[src/rtl/ack_wait_pkg.sv]
package ack_wait_pkg;

  localparam int CFG_W   = 32;
  localparam int LIM_W   = 15;
  localparam int DEC_LSB = 0;
  localparam int HDR_LSB = 16;
  localparam int FCS_BIT = 31;

  typedef enum logic [1:0] {
    ST_IDLE,
    ST_WAIT_HDR,
    ST_WAIT_DEC,
    ST_DONE
  } wait_state_t;

  typedef struct packed {
    logic             fcs_req;
    logic [LIM_W-1:0] hdr_lim;
    logic [LIM_W-1:0] dec_lim;
  } wait_cfg_t;

  function automatic wait_cfg_t unpack_cfg(input logic [CFG_W-1:0] w);
    wait_cfg_t c;
    c.fcs_req = w[FCS_BIT];
    c.hdr_lim = w[HDR_LSB +: LIM_W];
    c.dec_lim = w[DEC_LSB +: LIM_W];
    return c;
  endfunction

endpackage

[src/rtl/ack_tick_gen.sv]
module ack_tick_gen #(
  parameter int DIV = 10
) (
  input  logic clk,
  input  logic rst,
  input  logic restart,
  output logic tick
);
  localparam int PW = (DIV > 1) ? $clog2(DIV) : 1;
  localparam logic [PW-1:0] LAST = PW'(DIV - 1);

  logic [PW-1:0] pre;

  assign tick = (pre == LAST);

  always_ff @(posedge clk) begin
    if (rst || restart) begin
      pre <= '0;
    end else if (tick) begin
      pre <= '0;
    end else begin
      pre <= pre + 1'b1;
    end
  end

  generate
    if (DIV > 1) begin : g_spacing
      // two unit ticks never fall on neighbouring cycles
      a_r2_tick_spacing: assert property (@(posedge clk) disable iff (rst)
        (tick && !restart) |=> !tick);
    end
  endgenerate

endmodule

[src/rtl/ack_phase_timer.sv]
module ack_phase_timer #(
  parameter int W = 15
) (
  input  logic         clk,
  input  logic         rst,
  input  logic         clear,
  input  logic         tick,
  input  logic [W-1:0] limit,
  output logic         expired
);
  logic [W-1:0] cnt;

  assign expired = (cnt == limit);

  always_ff @(posedge clk) begin
    if (rst || clear) begin
      cnt <= '0;
    end else if (tick && !expired) begin
      cnt <= cnt + 1'b1;
    end
  end

  // the unit count never runs past the limit of its phase
  a_r3_within_limit: assert property (@(posedge clk) disable iff (rst)
    (!clear && cnt <= limit) |=> (cnt <= $past(limit)));

endmodule

[src/rtl/ack_cfg_bank.sv]
module ack_cfg_bank
  import ack_wait_pkg::*;
#(
  parameter int NUM_BANDS   = 2,
  parameter int BAND_W      = 1,
  parameter int HDR_DEFAULT = 565,
  parameter int DEC_DEFAULT = 10,
  parameter bit FCS_DEFAULT = 1'b1
) (
  input  logic              clk,
  input  logic              rst,
  input  logic              we,
  input  logic [BAND_W-1:0] wband,
  input  logic [CFG_W-1:0]  wdata,
  input  logic [BAND_W-1:0] rband,
  output wait_cfg_t         rcfg
);
  localparam wait_cfg_t DEF = '{fcs_req: FCS_DEFAULT,
                                hdr_lim: LIM_W'(HDR_DEFAULT),
                                dec_lim: LIM_W'(DEC_DEFAULT)};

  wait_cfg_t bank [NUM_BANDS];

  generate
    for (genvar b = 0; b < NUM_BANDS; b++) begin : g_band
      always_ff @(posedge clk) begin
        if (rst) begin
          bank[b] <= DEF;
        end else if (we && (wband == BAND_W'(b))) begin
          bank[b] <= unpack_cfg(wdata);
        end
      end
    end
  endgenerate

  always_comb begin
    rcfg = bank[0];
    for (int b = 0; b < NUM_BANDS; b++) begin
      if (rband == BAND_W'(b)) rcfg = bank[b];
    end
  end

endmodule

[src/rtl/ack_wait_ctrl.sv]
module ack_wait_ctrl
  import ack_wait_pkg::*;
#(
  parameter int TICK_DIV    = 10,
  parameter int NUM_BANDS   = 2,
  parameter int RETRY_W     = 4,
  parameter int HDR_DEFAULT = 565,
  parameter int DEC_DEFAULT = 10,
  parameter bit FCS_DEFAULT = 1'b1,
  localparam int BAND_W     = (NUM_BANDS > 1) ? $clog2(NUM_BANDS) : 1
) (
  input  logic               clk,
  input  logic               rst,
  input  logic [BAND_W-1:0]  band_sel,
  input  logic               tx_done,
  input  logic               hdr_det,
  input  logic               dec_done,
  input  logic               fcs_ok,
  input  logic               ack_match,
  input  logic               cfg_we,
  input  logic [BAND_W-1:0]  cfg_band,
  input  logic [31:0]        cfg_wdata,
  output logic               busy,
  output logic               res_valid,
  output logic               res_pass,
  output logic               res_retry,
  output logic [RETRY_W-1:0] retry_cnt
);
  localparam logic [RETRY_W-1:0] RETRY_MAX = '1;

  wait_state_t      state, nxt;
  wait_cfg_t        cfg_rd, snap;
  logic             tick, expired, start, decide, ok;
  logic [LIM_W-1:0] limit;

  ack_cfg_bank #(
    .NUM_BANDS  (NUM_BANDS),
    .BAND_W     (BAND_W),
    .HDR_DEFAULT(HDR_DEFAULT),
    .DEC_DEFAULT(DEC_DEFAULT),
    .FCS_DEFAULT(FCS_DEFAULT)
  ) u_bank (
    .clk  (clk),
    .rst  (rst),
    .we   (cfg_we),
    .wband(cfg_band),
    .wdata(cfg_wdata),
    .rband(band_sel),
    .rcfg (cfg_rd)
  );

  ack_tick_gen #(.DIV(TICK_DIV)) u_tick (
    .clk    (clk),
    .rst    (rst),
    .restart(start),
    .tick   (tick)
  );

  assign limit = (state == ST_WAIT_DEC) ? snap.dec_lim : snap.hdr_lim;

  ack_phase_timer #(.W(LIM_W)) u_timer (
    .clk    (clk),
    .rst    (rst),
    .clear  (start),
    .tick   (tick),
    .limit  (limit),
    .expired(expired)
  );

  always_comb begin
    nxt    = state;
    start  = 1'b0;
    decide = 1'b0;
    ok     = 1'b0;
    unique case (state)
      ST_IDLE: begin
        if (tx_done) begin
          nxt   = ST_WAIT_HDR;
          start = 1'b1;
        end
      end
      ST_WAIT_HDR: begin
        if (hdr_det) begin
          nxt   = ST_WAIT_DEC;
          start = 1'b1;
        end else if (expired) begin
          nxt    = ST_DONE;
          decide = 1'b1;
        end
      end
      ST_WAIT_DEC: begin
        if (dec_done) begin
          nxt    = ST_DONE;
          decide = 1'b1;
          ok     = ack_match && (fcs_ok || !snap.fcs_req);
        end else if (expired) begin
          nxt    = ST_DONE;
          decide = 1'b1;
        end
      end
      default: nxt = ST_IDLE;
    endcase
  end

  always_ff @(posedge clk) begin
    if (rst) begin
      state <= ST_IDLE;
      busy  <= 1'b0;
      snap  <= '0;
    end else begin
      state <= nxt;
      busy  <= (nxt == ST_WAIT_HDR) || (nxt == ST_WAIT_DEC);
      if (state == ST_IDLE && tx_done) snap <= cfg_rd;
    end
  end

  always_ff @(posedge clk) begin
    if (rst) begin
      res_valid <= 1'b0;
      res_pass  <= 1'b0;
      res_retry <= 1'b0;
      retry_cnt <= '0;
    end else if (decide) begin
      res_valid <= 1'b1;
      res_pass  <= ok;
      res_retry <= !ok;
      if (ok)                          retry_cnt <= '0;
      else if (retry_cnt != RETRY_MAX) retry_cnt <= retry_cnt + 1'b1;
    end else begin
      res_valid <= 1'b0;
      res_retry <= 1'b0;
    end
  end

  // the result strobe lasts a single cycle
  a_r12_valid_pulse: assert property (@(posedge clk) disable iff (rst)
    res_valid |=> !res_valid);

  // a passing result leaves the failure count at zero
  a_r10_pass_clears: assert property (@(posedge clk) disable iff (rst)
    (res_valid && res_pass) |-> (retry_cnt == '0));

  // retry request accompanies exactly the failing results
  a_r10_retry_on_fail: assert property (@(posedge clk) disable iff (rst)
    res_valid |-> (res_retry != res_pass));

  // a header always moves the wait to decoding, even at expiry
  a_r4_hdr_wins: assert property (@(posedge clk) disable iff (rst)
    (state == ST_WAIT_HDR && hdr_det) |=> (state == ST_WAIT_DEC && !res_valid));

  // with FCS required, a bad FCS never passes
  a_r6_fcs_enforced: assert property (@(posedge clk) disable iff (rst)
    (state == ST_WAIT_DEC && dec_done && snap.fcs_req && !fcs_ok) |=> (res_valid && !res_pass));

  // the captured word holds for the whole wait
  a_r9_snap_held: assert property (@(posedge clk) disable iff (rst)
    (busy && $past(busy)) |-> $stable(snap));

  // the result cycle always returns to idle
  a_r11_done_to_idle: assert property (@(posedge clk) disable iff (rst)
    (state == ST_DONE) |=> (state == ST_IDLE && !busy));

endmodule

[config.mk]
export PLATFORM = sky130hd
export DESIGN_NAME = ack_wait_ctrl
export DESIGN_NICKNAME = d
export VERILOG_FILES = /design/src/rtl/ack_wait_pkg.sv /design/src/rtl/ack_tick_gen.sv /design/src/rtl/ack_phase_timer.sv /design/src/rtl/ack_cfg_bank.sv /design/src/rtl/ack_wait_ctrl.sv
export SDC_FILE = /design/constraint.sdc
export NUM_CORES = 1
export LEC_CHECK = 0
export ABC_AREA = 1
export ABC_CLOCK_PERIOD_IN_PS = 4200
export BUFFER_PORTS_ARGS = -buffer_cell sky130_fd_sc_hd__buf_2
export CORE_ASPECT_RATIO = 0.5
export CORE_MARGIN = 4
export CORE_UTILIZATION = 45
export CTS_BUF_LIST = sky130_fd_sc_hd__clkbuf_8
export CTS_CLUSTER_SIZE = 30
export DETAILED_ROUTE_END_ITERATION = 10
export PLACE_DENSITY_LB_ADDON = 0.3
export SYNTH_ARGS = -nofsm -noshare
export SYNTH_HDL_FRONTEND = slang
export SYNTH_SLANG_ARGS = --single-unit
export TNS_END_PERCENT = 20
[constraint.sdc]
create_clock -name clk -period 4.2 [get_ports clk]
set_input_delay 0.84 -clock clk [delete_from_list [all_inputs] [get_ports clk]]
set_output_delay 0.84 -clock clk [all_outputs]
set_load 0.01 [all_outputs]
==> tab_implementation.tex, run 1 <==
\begin{tabular}{lr}
\hline
Metric & Value \\
\hline
\multicolumn{2}{l}{\textbf{Drt}} \\
Post-route DRC & 0 \\
Wire length after detailed routing & between 10000 and 15000 µm \\
Number of detailed-routing iterations run before antenna repair & 6 \\
Mean routed wirelength per cell & 14.9 µm \\
Number of nets still failing antenna checks after routing & 0 \\
Vias & 4548 \\
Via-to-Cell Ratio & 5.10 \\
Number of violations reported at the end of detailed-routing iteration 0 & 570 \\
\multicolumn{2}{l}{\textbf{Yosys}} \\
Avg Cell Area, Syn & 8.40 µm² \\
Syn nets & 721 \\
Register bit count reported by yosys & approximately 120 \\
Number of cells produced by synthesis & 670 \\
Post-synthesis cell type count & 33 \\
Number of warnings reported in the yosys synthesis log & 0 \\
Combined area of all synthesized cells & 5630 µm² \\
Part of the Yosys area used for sequential elements & 54.4\% \\
\multicolumn{2}{l}{\textbf{Final layout}} \\
Post-route cell area & approximately 6400 µm² \\
Fillers & approximately 1100 \\
Layout cell share with drive strength beyond 1 & 13.2\% \\
Number of nets at the end of the flow & 765 \\
Total inserted antenna cells & 0 \\
Commonest non-fill, non-tap cells in the layout & nand2\_1 (155), nor2\_1 (104), inv\_1 (83) \\
Area overhead of the layout relative to synthesis & 13.6\% \\
Most common cell after layout, fill and taps aside & nand2\_1 \\
\multicolumn{2}{l}{\textbf{Worst setup path}} \\
Startpoint of the worst-slack reg-to-reg timing path & state[0] \\
CP Data Arrival Time & approximately 3300 ps \\
Crit path required time & 4560 ps \\
Critical path endpoint category & flop \\
Worst reg2reg path depth & 16 \\
Timing startpoint of the critical path & state[0] \\
Critical Path Fanout Max & 20 \\
Capturing element of the worst setup path & u\_timer.cnt[8] \\
End of the worst register-to-register path & u\_timer.cnt[8] \\
Crit path kind & flop to flop \\
Setup slack, reg-to-reg & 1280 ps \\
Nature of the critical path startpoint & flop \\
\multicolumn{2}{l}{\textbf{Die}} \\
Core region area & $\sim$12000 µm² \\
Placement row count & 28 \\
Total Die Area & about 14000 µm² \\
Initial Util & between 40\% and 50\% \\
IO Pins & 50 \\
Die width & roughly 170 µm \\
Die Height & 87.1 µm \\
\multicolumn{2}{l}{\textbf{Clock tree}} \\
Clock-pin slew of the registers on the worst-case setup and hold paths & approximately 70 ps \\
Number of hold buffers added after CTS & 0 \\
Number of H-tree levels & 4 \\
Buffer levels on the longest clock path & 2 \\
Cell at the root of the clock tree & clkbuf\_8 \\
CTS tree & done \\
Clock latency reported for the late side of the worst-skew pair & about 440 ps \\
Number of buffers added by the clock tree synthesis step & 17 \\
Number of buffers inserted by post-CTS setup repair & 0 \\
Post-cts resize count & 0 \\
Clock sinks & 122 \\
\multicolumn{2}{l}{\textbf{Power and ir drop}} \\
Sequential power share & 44.6\% \\
Power density over the cells & roughly 500 nW/µm² \\
Proportion of power drawn by the clock network & roughly 34\% \\
Internal power & approximately 2200 µW \\
Largest voltage drop on the vdd net & around 0.19 mV \\
Lkg Pwr & 0.00263 µW \\
Switching share of power & roughly a third \\
Switching Power & 1050 µW \\
Combinational power share & 21.9\% \\
\multicolumn{2}{l}{\textbf{Timing}} \\
Worst slew pin tran & between 1000 and 1500 ps \\
Tightest slew margin relative to the limit & 27.1\% \\
Final hold slack & $\sim$460 ps \\
Setup tns final & 0 ps \\
Post-route fraction of the period consumed by the critical path & 69.4\% \\
Worst Clk Skew & roughly 16 ps \\
Final critical path time including I/O delays and setup & $\sim$3000 ps \\
Number of endpoints with negative hold slack in the final report & 0 \\
Setup repair after global routing missed its margin & no \\
Peak clock frequency supported by timing & 343 MHz \\
Final critical-path setup slack & 1280 ps \\
Final setup violation count & 0 \\
Max-slew violations & 0 \\
\multicolumn{2}{l}{\textbf{Placement}} \\
I/O Buffers & between 40 and 50 \\
Cell Area, Placed & 5980 µm² \\
GP Congestion & between 0.9 and 1 \\
Detailed placement HPWL & about 8700 µm \\
Worst Setup Slack post-DPL & between 1000 and 1500 ps \\
\multicolumn{2}{l}{\textbf{Global routing}} \\
Remaining Overflow, GRT & 0 \\
Maximum number of pins on one net before global-route repair & between 40 and 50 \\
Wire length of the first global-routing pass & 21900 µm \\
Antenna violations before repair & 0 \\
Global-route usage over all layers & 19.2\% \\
Vias in the first global route & approximately 4400 \\
\multicolumn{2}{l}{\textbf{Run}} \\
Total of max-cap violations & 0 \\
\multicolumn{2}{l}{\textbf{Status}} \\
Run status & completed \\
\multicolumn{2}{l}{\textbf{Worst hold path}} \\
Worst hold path class & flop to flop \\
\hline
\end{tabular}
[power groups by stage]
stage                     sequential [µW]  combinational, µW  clock [µW]
after global placement               1480                697           0
after floorplan                      1460                543           0
after global routing                 1470                818        1160
after CTS                            1450                718        1100
final                                1460                716        1090
after detailed placement             1480                714           0
[through the flow]
| step | total power, µW | util (%) | std cells |
|---|---|---|---|
| floorplan | 2000 | - | 670 |
| global placement | 2180 | 49.8 | 860 |
| CTS | 3270 | 53.2 | 892 |
| detailed placement | 2190 | 49.8 | 860 |
| finish | 3260 | 53.2 | 892 |
| global route | 3440 | 53.2 | 892 |
[routing by layer]
layer  share of wire [%]  wire length [µm]  vias up  GRT usage [%]
met4                 1.2               160        0           7.04
met1                  48              6330     2076           26.7
met3                 7.7              1030       19           3.58
met2                  43              5770      171           30.3
met5                   0                 0        -              0
li1                    -                 -     2282              -
[sequential cells by signal, summed over array words and instances, names as in the netlist]
name	count
busy	1
u_timer.cnt	15
state	2
res_retry	1
res_valid	1
snap	31
u_tick.pre	4
res_pass	1
u_bank.bank	62
retry_cnt	4
[how the worst min path moves through the flow]
stage | from | to | slack (ps) | cells after the start
6_report | snap[8] | snap[8] | 460 | 2
5_1_grt | snap[8] | snap[8] | 500 | 2
4_1_cts | snap[8] | snap[8] | 470 | 2
3_5_place_dp | snap[8] | snap[8] | 450 | 2
3_3_place_gp | snap[18] | snap[18] | 440 | 2
2_1_floorplan | snap[11] | snap[11] | 430 | 2
[worst max-delay path, stage by stage, from the launching register on]
cell and delay [ps]:
dfxtp_1 380, inv_1 110, ha_1 200, buf_4 210, inv_2 290, nand2_1 150
nand3_1 100, nand2_1 60, nor2_1 100, nand2_1 80, nor2_2 190, nand2_2 140
nand2_2 260, inv_2 200, nand3_1 120, o21ai_0 90, a21oi_1 140
[cells by family after synthesis]
logic type      share of synthesized area [%]
xor+xnor                                 1.56
fa+ha+maj                                2.00
simple gates                             23.3
compound gates                           10.8
buf+inv                                  7.92
flops                                    54.4
[cell usage after synthesis (all sizes together)]
master | instances | share of area (%)
nand3 | 34 | 3.0
inv | 83 | 5.5
buf | 5 | 0.84
nand2 | 158 | 11
ha | 9 | 2.0
or2 | 1 | 0.11
dfxtp | 60 | 21
nor3 | 13 | 1.3
nand4 | 4 | 0.44
edfxtp | 62 | 33
o31ai | 20 | 2.7
a21oi | 22 | 2.0
a31oi | 1 | 0.11
and3 | 1 | 0.11
xnor2 | 1 | 0.16
o21ai | 40 | 3.6
o21bai | 1 | 0.20
clkbuf | 23 | 1.5
nor2 | 106 | 7.2
a21o | 1 | 0.13
o32ai | 11 | 1.7
a21boi | 1 | 0.33
nor4 | 3 | 0.33
xor2 | 9 | 1.4
a211oi | 1 | 0.13
[final cells by class]
type / instances / area, µm² / share of cell area, %
clock buffer: 17 / 234 / 3.66
tap: 165 / 206 / 3.23
clock inverter: 15 / 174 / 2.72
timing repair buffer: 53 / 278 / 4.35
multi-input combinational: 437 / 2130 / 33.3
inverter: 83 / 312 / 4.87
sequential: 122 / 3060 / 47.9
No activity file was read; power rests on OpenSTA's default activity.
==> run 2: changes to the inputs <==
--- a/config.mk
+++ b/config.mk
@@ -5,8 +5,8 @@
 export SDC_FILE = /design/constraint.sdc
 export NUM_CORES = 1
 export LEC_CHECK = 0
-export ABC_AREA = 1
-export ABC_CLOCK_PERIOD_IN_PS = 4200
+export ABC_AREA = 0
+export ABC_CLOCK_PERIOD_IN_PS = 2750
 export BUFFER_PORTS_ARGS = -buffer_cell sky130_fd_sc_hd__buf_2
 export CORE_ASPECT_RATIO = 0.5
 export CORE_MARGIN = 4
==> constraint.sdc (replaced) <==
create_clock -name clk -period 2.75 [get_ports clk]
set_input_delay 0.55 -clock clk [delete_from_list [all_inputs] [get_ports clk]]
set_output_delay 0.55 -clock clk [all_outputs]
set_load 0.01 [all_outputs]
==> tab_implementation.tex, run 2 <==
\begin{tabular}{lr}
\hline
Metric & Value \\
\hline
\multicolumn{2}{l}{\textbf{Status}} \\
Run status & completed (unchanged) \\
\multicolumn{2}{l}{\textbf{Yosys}} \\
Number of warnings reported in the yosys synthesis log & 0 (unchanged) \\
Top cells by instance count after synthesis & edfxtp\_1 (62), dfxtp\_1 (60), and2\_1 (48), mux2i\_1 (48), nand2\_1 (43) (was nand2\_1 (155), nor2\_1 (104), inv\_1 (81)) \\
Post-synthesis cell type count & 37 (was 33) \\
Area contributors post-synth & edfxtp\_1 (35\%), dfxtp\_1 (22\%), mux2i\_1 (8.9\%) (was edfxtp\_1 (33\%), dfxtp\_1 (21\%), nand2\_1 (10\%)) \\
Proportion of netlist area held by the largest area contributor & 34.6\% (was 33.1\%) \\
Register bit count reported by yosys & 122 (unchanged) \\
Async set or reset register ratio after synthesis & 0\% (unchanged) \\
Part of the Yosys area used for sequential elements & 56.9\% (was 54.4\%) \\
Post-synth EDFFs & 62 (unchanged) \\
Combined area of all synthesized cells & 5390 µm² (was 5630 µm²) \\
Avg Cell Area, Syn & 11.3 µm² (was 8.40 µm²) \\
Leading register cell type out of synthesis & edfxtp\_1 (unchanged) \\
Syn nets & 526 (was 721) \\
Dominant cell type by area after synthesis & edfxtp\_1 (unchanged) \\
Number of cells produced by synthesis & 475 (was 670) \\
Leading cell type by number of instances after synthesis & edfxtp\_1 (was nand2\_1) \\
\multicolumn{2}{l}{\textbf{Worst setup path}} \\
Crit path kind & flop to flop (unchanged) \\
Crit path required time & 3100 ps (was 4560 ps) \\
Cells traversed along the worst timing path & inv\_1, ha\_4, buf\_12, mux2i\_4, xnor2\_1, nor4\_4, nand4\_1, a21boi\_2, buf\_4, a41oi\_1, a211oi\_1 (was inv\_1, ha\_1, buf\_4, inv\_2, nand2\_1, nand3\_1, nand2\_1, nor2\_1, nand2\_1, nor2\_2, nand2\_2, nand2\_2, inv\_2, nand3\_1, o21ai\_0, a21oi\_1) \\
End of the worst register-to-register path & retry\_cnt[3] (was u\_timer.cnt[8]) \\
CP Data Arrival Time & 2900 ps (was 3280 ps) \\
Slowest-stage cell, CP & nor4\_4 (was dfxtp\_1) \\
Highest cell delay on the worst timing path & 400 ps (was 380 ps) \\
Worst reg2reg path depth & 11 (was 16) \\
Startpoint of the worst-slack reg-to-reg timing path & state[0] (unchanged) \\
Count of buffer and inverter cells on the critical path & 3 (was 4) \\
Category of cells accounting for the largest share of critical-path delay & simple AND/OR/NAND/NOR gates (unchanged) \\
Nature of the critical path startpoint & flop (unchanged) \\
Critical path endpoint category & flop (unchanged) \\
Setup slack, reg-to-reg & 200 ps (was 1280 ps) \\
Critical Path Fanout Max & 11 (was 20) \\
\multicolumn{2}{l}{\textbf{Power and ir drop}} \\
Switching share of power & 27.4\% (was 32.3\%) \\
Combinational power share & 19.3\% (was 21.9\%) \\
Power density over the cells & 766 nW/µm² (was 510 nW/µm²) \\
Power Total & 4920 µW (was 3260 µW) \\
Lkg Pwr & 0.00245 µW (was 0.00263 µW) \\
Largest voltage drop on the vdd net & 0.385 mV (was 0.191 mV) \\
Switching Power & 1350 µW (was 1050 µW) \\
Internal power & 3570 µW (was 2210 µW) \\
Sequential power share & 44.4\% (was 44.6\%) \\
Proportion of power drawn by the clock network & 36.3\% (was 33.5\%) \\
\multicolumn{2}{l}{\textbf{Clock tree}} \\
Clock sinks & 122 (unchanged) \\
Buffer levels on the longest clock path & 2 (unchanged) \\
CTS tree & done (unchanged) \\
Clock latency reported for the late side of the worst-skew pair & 430 ps (was 440 ps) \\
Number of H-tree levels & 4 (unchanged) \\
Number of buffers added by the clock tree synthesis step & 17 (unchanged) \\
Cell at the root of the clock tree & clkbuf\_8 (unchanged) \\
Clock-pin slew of the registers on the worst-case setup and hold paths & 80 ps (was 70 ps) \\
Number of hold buffers added after CTS & 0 (unchanged) \\
\multicolumn{2}{l}{\textbf{Timing}} \\
Tightest slew margin relative to the limit & 49.9\% (was 27.1\%) \\
Peak clock frequency supported by timing & 391 MHz (was 343 MHz) \\
Number of endpoints with negative hold slack in the final report & 0 (unchanged) \\
Worst slew pin tran & 752 ps (was 1090 ps) \\
Setup tns final & 0 ps (unchanged) \\
Worst Clk Skew & 10.0 ps (was 15.8 ps) \\
Final setup violation count & 0 (unchanged) \\
Setup repair after global routing missed its margin & no (unchanged) \\
Max-slew violations & 0 (unchanged) \\
Final critical path time including I/O delays and setup & 2550 ps (was 2920 ps) \\
Post-route fraction of the period consumed by the critical path & 92.9\% (was 69.4\%) \\
\multicolumn{2}{l}{\textbf{Drt}} \\
Wire length after detailed routing & 10400 µm (was 13300 µm) \\
Number of nets still failing antenna checks after routing & 0 (unchanged) \\
Vias & 3534 (was 4548) \\
Via-to-Cell Ratio & 4.99 (was 5.10) \\
Mean routed wirelength per cell & 14.7 µm (was 14.9 µm) \\
Post-route DRC & 0 (unchanged) \\
Number of detailed-routing iterations run before antenna repair & 4 (was 6) \\
Number of violations reported at the end of detailed-routing iteration 0 & 132 (was 570) \\
\multicolumn{2}{l}{\textbf{Global routing}} \\
Antenna violations before repair & 0 (unchanged) \\
Vias in the first global route & 3446 (was 4379) \\
Global-route usage over all layers & 15.3\% (was 19.2\%) \\
Maximum number of pins on one net before global-route repair & 32 (was 45) \\
Remaining Overflow, GRT & 0 (unchanged) \\
Wire length of the first global-routing pass & 16700 µm (was 21900 µm) \\
\multicolumn{2}{l}{\textbf{Die}} \\
IO Pins & 50 (unchanged) \\
Die Height & 85.4 µm (was 87.1 µm) \\
Placement row count & 27 (was 28) \\
Core region area & 11400 µm² (was 12000 µm²) \\
Die width & 163 µm (was 166 µm) \\
Initial Util & 47.4\% (was 46.8\%) \\
Total Die Area & 13900 µm² (was 14500 µm²) \\
\multicolumn{2}{l}{\textbf{Worst hold path}} \\
Hold Path Sink & u\_bank.bank[1][17] (was snap[8]) \\
Worst hold path depth & 2 (unchanged) \\
Worst hold path class & input pin to flop (was flop to flop) \\
Beginning of the worst hold path & cfg\_wdata[18] (was snap[8]) \\
\multicolumn{2}{l}{\textbf{Final layout}} \\
Most common cell after layout, fill and taps aside & edfxtp\_1 (was nand2\_1) \\
Largest register FFs & 62 (unchanged) \\
Number of nets at the end of the flow & 587 (was 765) \\
Largest registers & u\_bank.bank x62, snap x31, u\_timer.cnt x15 (unchanged) \\
Total inserted antenna cells & 0 (unchanged) \\
Area overhead of the layout relative to synthesis & 19.2\% (was 13.6\%) \\
Layout cell share with drive strength beyond 1 & 21.7\% (was 13.2\%) \\
Commonest non-fill, non-tap cells in the layout & edfxtp\_1 (62), dfxtp\_1 (60), and2\_1 (48), buf\_2 (48) (was nand2\_1 (155), nor2\_1 (104), inv\_1 (83)) \\
Fillers & 975 (was 1130) \\
Register name with the most flops & u\_bank.bank (unchanged) \\
\multicolumn{2}{l}{\textbf{Placement}} \\
GP Congestion & 0.786 (was 0.911) \\
Detailed placement HPWL & 6690 µm (was 8660 µm) \\
I/O Buffers & 48 (unchanged) \\
\multicolumn{2}{l}{\textbf{Run}} \\
Total of max-cap violations & 0 (unchanged) \\
\hline
\end{tabular}
-- run 2: cell types whose count changed after synthesis, moves of 25 or more --
cell	previous run	this run
and2_1	0	48
inv_1	81	8
mux2i_1	0	48
nand2_1	155	43
nand3_1	34	9
nor2_1	104	22
-- run 2: worst max-delay path by stage --
stage	from	endpoint	cells past startpoint
floorplan	state[0]	res_pass	12
global placement	state[0]	retry_cnt[3]	11
detailed placement	state[0]	retry_cnt[3]	11
CTS	state[0]	retry_cnt[3]	11
global route	state[0]	retry_cnt[3]	11
finish	state[0]	retry_cnt[3]	11
-- run 2: timing repair --
action	4_1_cts	5_1_grt
endpoints found under the setup margin	0	3
setup buffers	0	2
resized for setup	0	12
-- run 2: per-layer routing --
metal / global-route usage (%) / share of wire [%]
met2: 24.2 / 45
met4: 5.25 / 1.2
met5: 0 / 0
met3: 4.37 / 4.3
met1: 20.3 / 49
-- run 2: layout make-up --
cell class	count	area, µm²	share of cell area (%)
Sequential cell	122	3060	47.7
Multi-Input combinational cell	320	2250	35.1
Timing Repair Buffer	67	425	6.63
Clock buffer	19	262	4.07
Tap cell	159	199	3.10
Clock inverter	13	190	2.96
Inverter	8	30.0	0.468
-- run 2: logic make-up (layout without fill, tap and decap cells) --
logic type,Yosys count,in the layout,synth area share [%]
flip-flops,122,122,56.9
adder cells (fa/ha/maj),9,9,2.09
multiplexers,48,48,8.92
XOR/XNOR,31,31,5.04
buffers and inverters,33,107,2.90
AND/OR/NAND/NOR,179,179,18.4
AO/OA/AOI/OAI,53,53,5.81
-- run 2: worst register-to-register path: stages, from the launching register on --
cell and delay (ps):
dfxtp_1 330, inv_1 120, ha_4 190, buf_12 170, mux2i_4 280, xnor2_1 130
nor4_4 400, nand4_1 200, a21boi_2 170, buf_4 190, a41oi_1 130, a211oi_1 210
-- run 2: power by group through the flow --
stage | clock network (µW) | registers (µW) | logic [µW]
2_1_floorplan | 0 | 2200 | 596
3_3_place_gp | 0 | 2210 | 849
3_5_place_dp | 0 | 2220 | 861
4_1_cts | 1810 | 2180 | 867
5_1_grt | 1900 | 2200 | 1030
6_report | 1780 | 2190 | 947
-- run 2: through the flow --
step	hold slack, ps	std cells	setup slack (ps)	utilization, %	area (µm²)
6_report	381	708	195	56.6	6420
5_1_grt	371	708	10.0	56.6	6420
4_1_cts	360	705	31.0	55.6	6310
3_5_place_dp	444	673	77.7	51.6	5860
3_3_place_gp	433	673	109	51.6	5860
2_1_floorplan	424	475	424	-	5390
==> run 3: changes to the inputs <==
--- a/config.mk
+++ b/config.mk
@@ -9,12 +9,13 @@
 export ABC_CLOCK_PERIOD_IN_PS = 2750
 export BUFFER_PORTS_ARGS = -buffer_cell sky130_fd_sc_hd__buf_2
 export CORE_ASPECT_RATIO = 0.5
-export CORE_MARGIN = 4
-export CORE_UTILIZATION = 45
+export CORE_MARGIN = 10
+export CORE_UTILIZATION = 40
 export CTS_BUF_LIST = sky130_fd_sc_hd__clkbuf_8
 export CTS_CLUSTER_SIZE = 30
 export DETAILED_ROUTE_END_ITERATION = 10
 export PLACE_DENSITY_LB_ADDON = 0.3
+export RECOVER_POWER = 25
 export SYNTH_ARGS = -nofsm -noshare
 export SYNTH_HDL_FRONTEND = slang
 export SYNTH_SLANG_ARGS = --single-unit
==> tab_implementation.tex, run 3 (synthesis results as in run 2) <==
\begin{tabular}{lr}
\hline
Metric & Value \\
\hline
\multicolumn{2}{l}{\textbf{Status}} \\
Run status & completed (unchanged) \\
\multicolumn{2}{l}{\textbf{Clock tree}} \\
Clock sinks & 122 (unchanged) \\
Buffer levels on the longest clock path & 2 (unchanged) \\
CTS tree & done (unchanged) \\
Cell at the root of the clock tree & clkbuf\_8 (unchanged) \\
Clock latency reported for the late side of the worst-skew pair & 420 ps (was 430 ps) \\
Number of H-tree levels & 4 (unchanged) \\
Number of buffers added by the clock tree synthesis step & 17 (unchanged) \\
Clock-pin slew of the registers on the worst-case setup and hold paths & 70 ps (was 80 ps) \\
\multicolumn{2}{l}{\textbf{Timing}} \\
Final critical-path setup slack & 228 ps (was 195 ps) \\
Peak clock frequency supported by timing & 397 MHz (was 391 MHz) \\
Worst slew pin tran & 1320 ps (was 752 ps) \\
Final setup violation count & 0 (unchanged) \\
Max-slew violations & 0 (unchanged) \\
Tightest slew margin relative to the limit & 11.9\% (was 49.9\%) \\
Final critical path time including I/O delays and setup & 2520 ps (was 2550 ps) \\
Number of endpoints with negative hold slack in the final report & 0 (unchanged) \\
Post-route fraction of the period consumed by the critical path & 91.7\% (was 92.9\%) \\
Worst Clk Skew & 8.40 ps (was 10.0 ps) \\
Setup tns final & 0 ps (unchanged) \\
\multicolumn{2}{l}{\textbf{Drt}} \\
Vias & 3428 (was 3534) \\
Post-route DRC & 0 (unchanged) \\
Number of detailed-routing iterations run before antenna repair & 4 (unchanged) \\
Number of nets still failing antenna checks after routing & 0 (unchanged) \\
Wire length after detailed routing & 10500 µm (was 10400 µm) \\
Number of violations reported at the end of detailed-routing iteration 0 & 158 (was 132) \\
Mean routed wirelength per cell & 14.7 µm (about the same) \\
Via-to-Cell Ratio & 4.79 (was 4.99) \\
\multicolumn{2}{l}{\textbf{Worst setup path}} \\
Setup slack, reg-to-reg & 230 ps (was 200 ps) \\
Highest cell delay on the worst timing path & 390 ps (was 400 ps) \\
CP Data Arrival Time & 2860 ps (was 2900 ps) \\
Critical path endpoint category & flop (unchanged) \\
Startpoint of the worst-slack reg-to-reg timing path & state[0] (unchanged) \\
Cells traversed along the worst timing path & inv\_1, ha\_1, buf\_12, mux2i\_1, xnor2\_1, nor4\_4, a41oi\_1, a21boi\_2, buf\_4, a41oi\_1, a211oi\_1 (was inv\_1, ha\_4, buf\_12, mux2i\_4, xnor2\_1, nor4\_4, nand4\_1, a21boi\_2, buf\_4, a41oi\_1, a211oi\_1) \\
Critical Path Fanout Max & 18 (was 11) \\
Crit path required time & 3090 ps (was 3100 ps) \\
Slowest-stage cell, CP & nor4\_4 (unchanged) \\
Worst reg2reg path depth & 11 (unchanged) \\
Nature of the critical path startpoint & flop (unchanged) \\
Most common cell on crit path & a41oi\_1 \\
Crit path kind & flop to flop (unchanged) \\
Capturing element of the worst setup path & retry\_cnt[3] (unchanged) \\
Timing startpoint of the critical path & state[0] (unchanged) \\
End of the worst register-to-register path & retry\_cnt[3] (unchanged) \\
\multicolumn{2}{l}{\textbf{Placement}} \\
Worst Setup Slack post-DPL & 97.1 ps (was 77.7 ps) \\
Post-Place Cells & 682 (was 673) \\
I/O Buffers & 48 (unchanged) \\
GP Congestion & 0.809 (was 0.786) \\
Detailed placement HPWL & 7040 µm (was 6690 µm) \\
\multicolumn{2}{l}{\textbf{Die}} \\
Die Height & 102 µm (was 85.4 µm) \\
Core region area & 12900 µm² (was 11400 µm²) \\
IO Pins & 50 (unchanged) \\
Placement row count & 29 (was 27) \\
Die width & 184 µm (was 163 µm) \\
Initial Util & 41.7\% (was 47.4\%) \\
Total Die Area & 18800 µm² (was 13900 µm²) \\
\multicolumn{2}{l}{\textbf{Final layout}} \\
Most common cell after layout, fill and taps aside & edfxtp\_1 (unchanged) \\
Register name with the most flops & u\_bank.bank (unchanged) \\
Commonest non-fill, non-tap cells in the layout & edfxtp\_1 (62), dfxtp\_1 (60), buf\_2 (48) (was edfxtp\_1 (62), dfxtp\_1 (60), and2\_1 (48), buf\_2 (48)) \\
Largest registers & u\_bank.bank x62, snap x31, u\_timer.cnt x15 (unchanged) \\
Total inserted antenna cells & 0 (unchanged) \\
Area overhead of the layout relative to synthesis & 15.5\% (was 19.2\%) \\
Layout cell share with drive strength beyond 1 & 18.7\% (was 21.7\%) \\
Largest register FFs & 62 (unchanged) \\
Util after Layout & 48.1\% (was 56.6\%) \\
Number of nets at the end of the flow & 583 (was 587) \\
Post-layout instance count excluding filler cells & 715 (was 708) \\
\multicolumn{2}{l}{\textbf{Worst hold path}} \\
Beginning of the worst hold path & cfg\_wdata[25] (was cfg\_wdata[18]) \\
Worst hold path class & input pin to flop (unchanged) \\
\multicolumn{2}{l}{\textbf{Global routing}} \\
Wire length of the first global-routing pass & 17000 µm (was 16700 µm) \\
Vias in the first global route & 3428 (was 3446) \\
Remaining Overflow, GRT & 0 (unchanged) \\
Global-route usage over all layers & 11.5\% (was 15.3\%) \\
Antenna violations before repair & 0 (unchanged) \\
Maximum number of pins on one net before global-route repair & 32 (unchanged) \\
\multicolumn{2}{l}{\textbf{Power and ir drop}} \\
Power density over the cells & 713 nW/µm² (was 766 nW/µm²) \\
Power Total & 4430 µW (was 4920 µW) \\
Largest voltage drop on the vdd net & 0.315 mV (was 0.385 mV) \\
Lkg Pwr & 0.00235 µW (was 0.00245 µW) \\
\multicolumn{2}{l}{\textbf{Run}} \\
Total of max-cap violations & 0 (unchanged) \\
\hline
\end{tabular}
==> run 3: metal layers <==
metal  wire, µm  GRT usage [%]  up-vias
met5          0              0        -
met4         91           4.69        0
met3        440           3.47        7
met2       4730           17.4       45
met1       5270           15.0     1604
li1           -              -     1772
==> run 3: worst min-delay path by stage <==
stage                               endpoint  slack, ps  cells after the start
final                     u_bank.bank[0][24]        390                      2
after global routing      u_bank.bank[1][19]        360                      2
after CTS                 u_bank.bank[0][24]        360                      2
after detailed placement            snap[14]        440                      2
after global placement              snap[22]        440                      2
after floorplan                     snap[15]        420                      2
==> run 3: repair_timing <==
item                       in CTS  in global routing
resized for setup               0                  5
hold buffers                    0                  0
setup endpoints to repair       0                  5
buffers inserted                0                  1
==> run 3: through the flow <==
stage	hold WS, ps	area [µm²]
floorplan	424	5390
global placement	436	5860
detailed placement	443	5860
CTS	362	6200
global route	360	6220
finish	388	6220
==> run 3: power breakdown <==
group          internal (µW)  total (µW)  switching, µW
clock network            693        1400            705
logic                    367         852            485
registers               2100        2180           84.3
==> run 3: final cells by class <==
class	count	area [µm²]
Clock buffer	17	234
Clock inverter	15	111
Fill cell	1185	6700
Inverter	8	30.0
Multi-Input combinational cell	320	2200
Sequential cell	122	3060
Tap cell	170	213
Timing Repair Buffer	63	369
==> run 3: critical path: cells and delay by family (launching register included) <==
kind	cells	cell delay [ps]
AO/OA/AOI/OAI	4	690
buffers and inverters	3	470
AND/OR/NAND/NOR	1	390
flip-flops	1	330
multiplexers	1	230
adder cells (fa/ha/maj)	1	190
XOR/XNOR	1	130
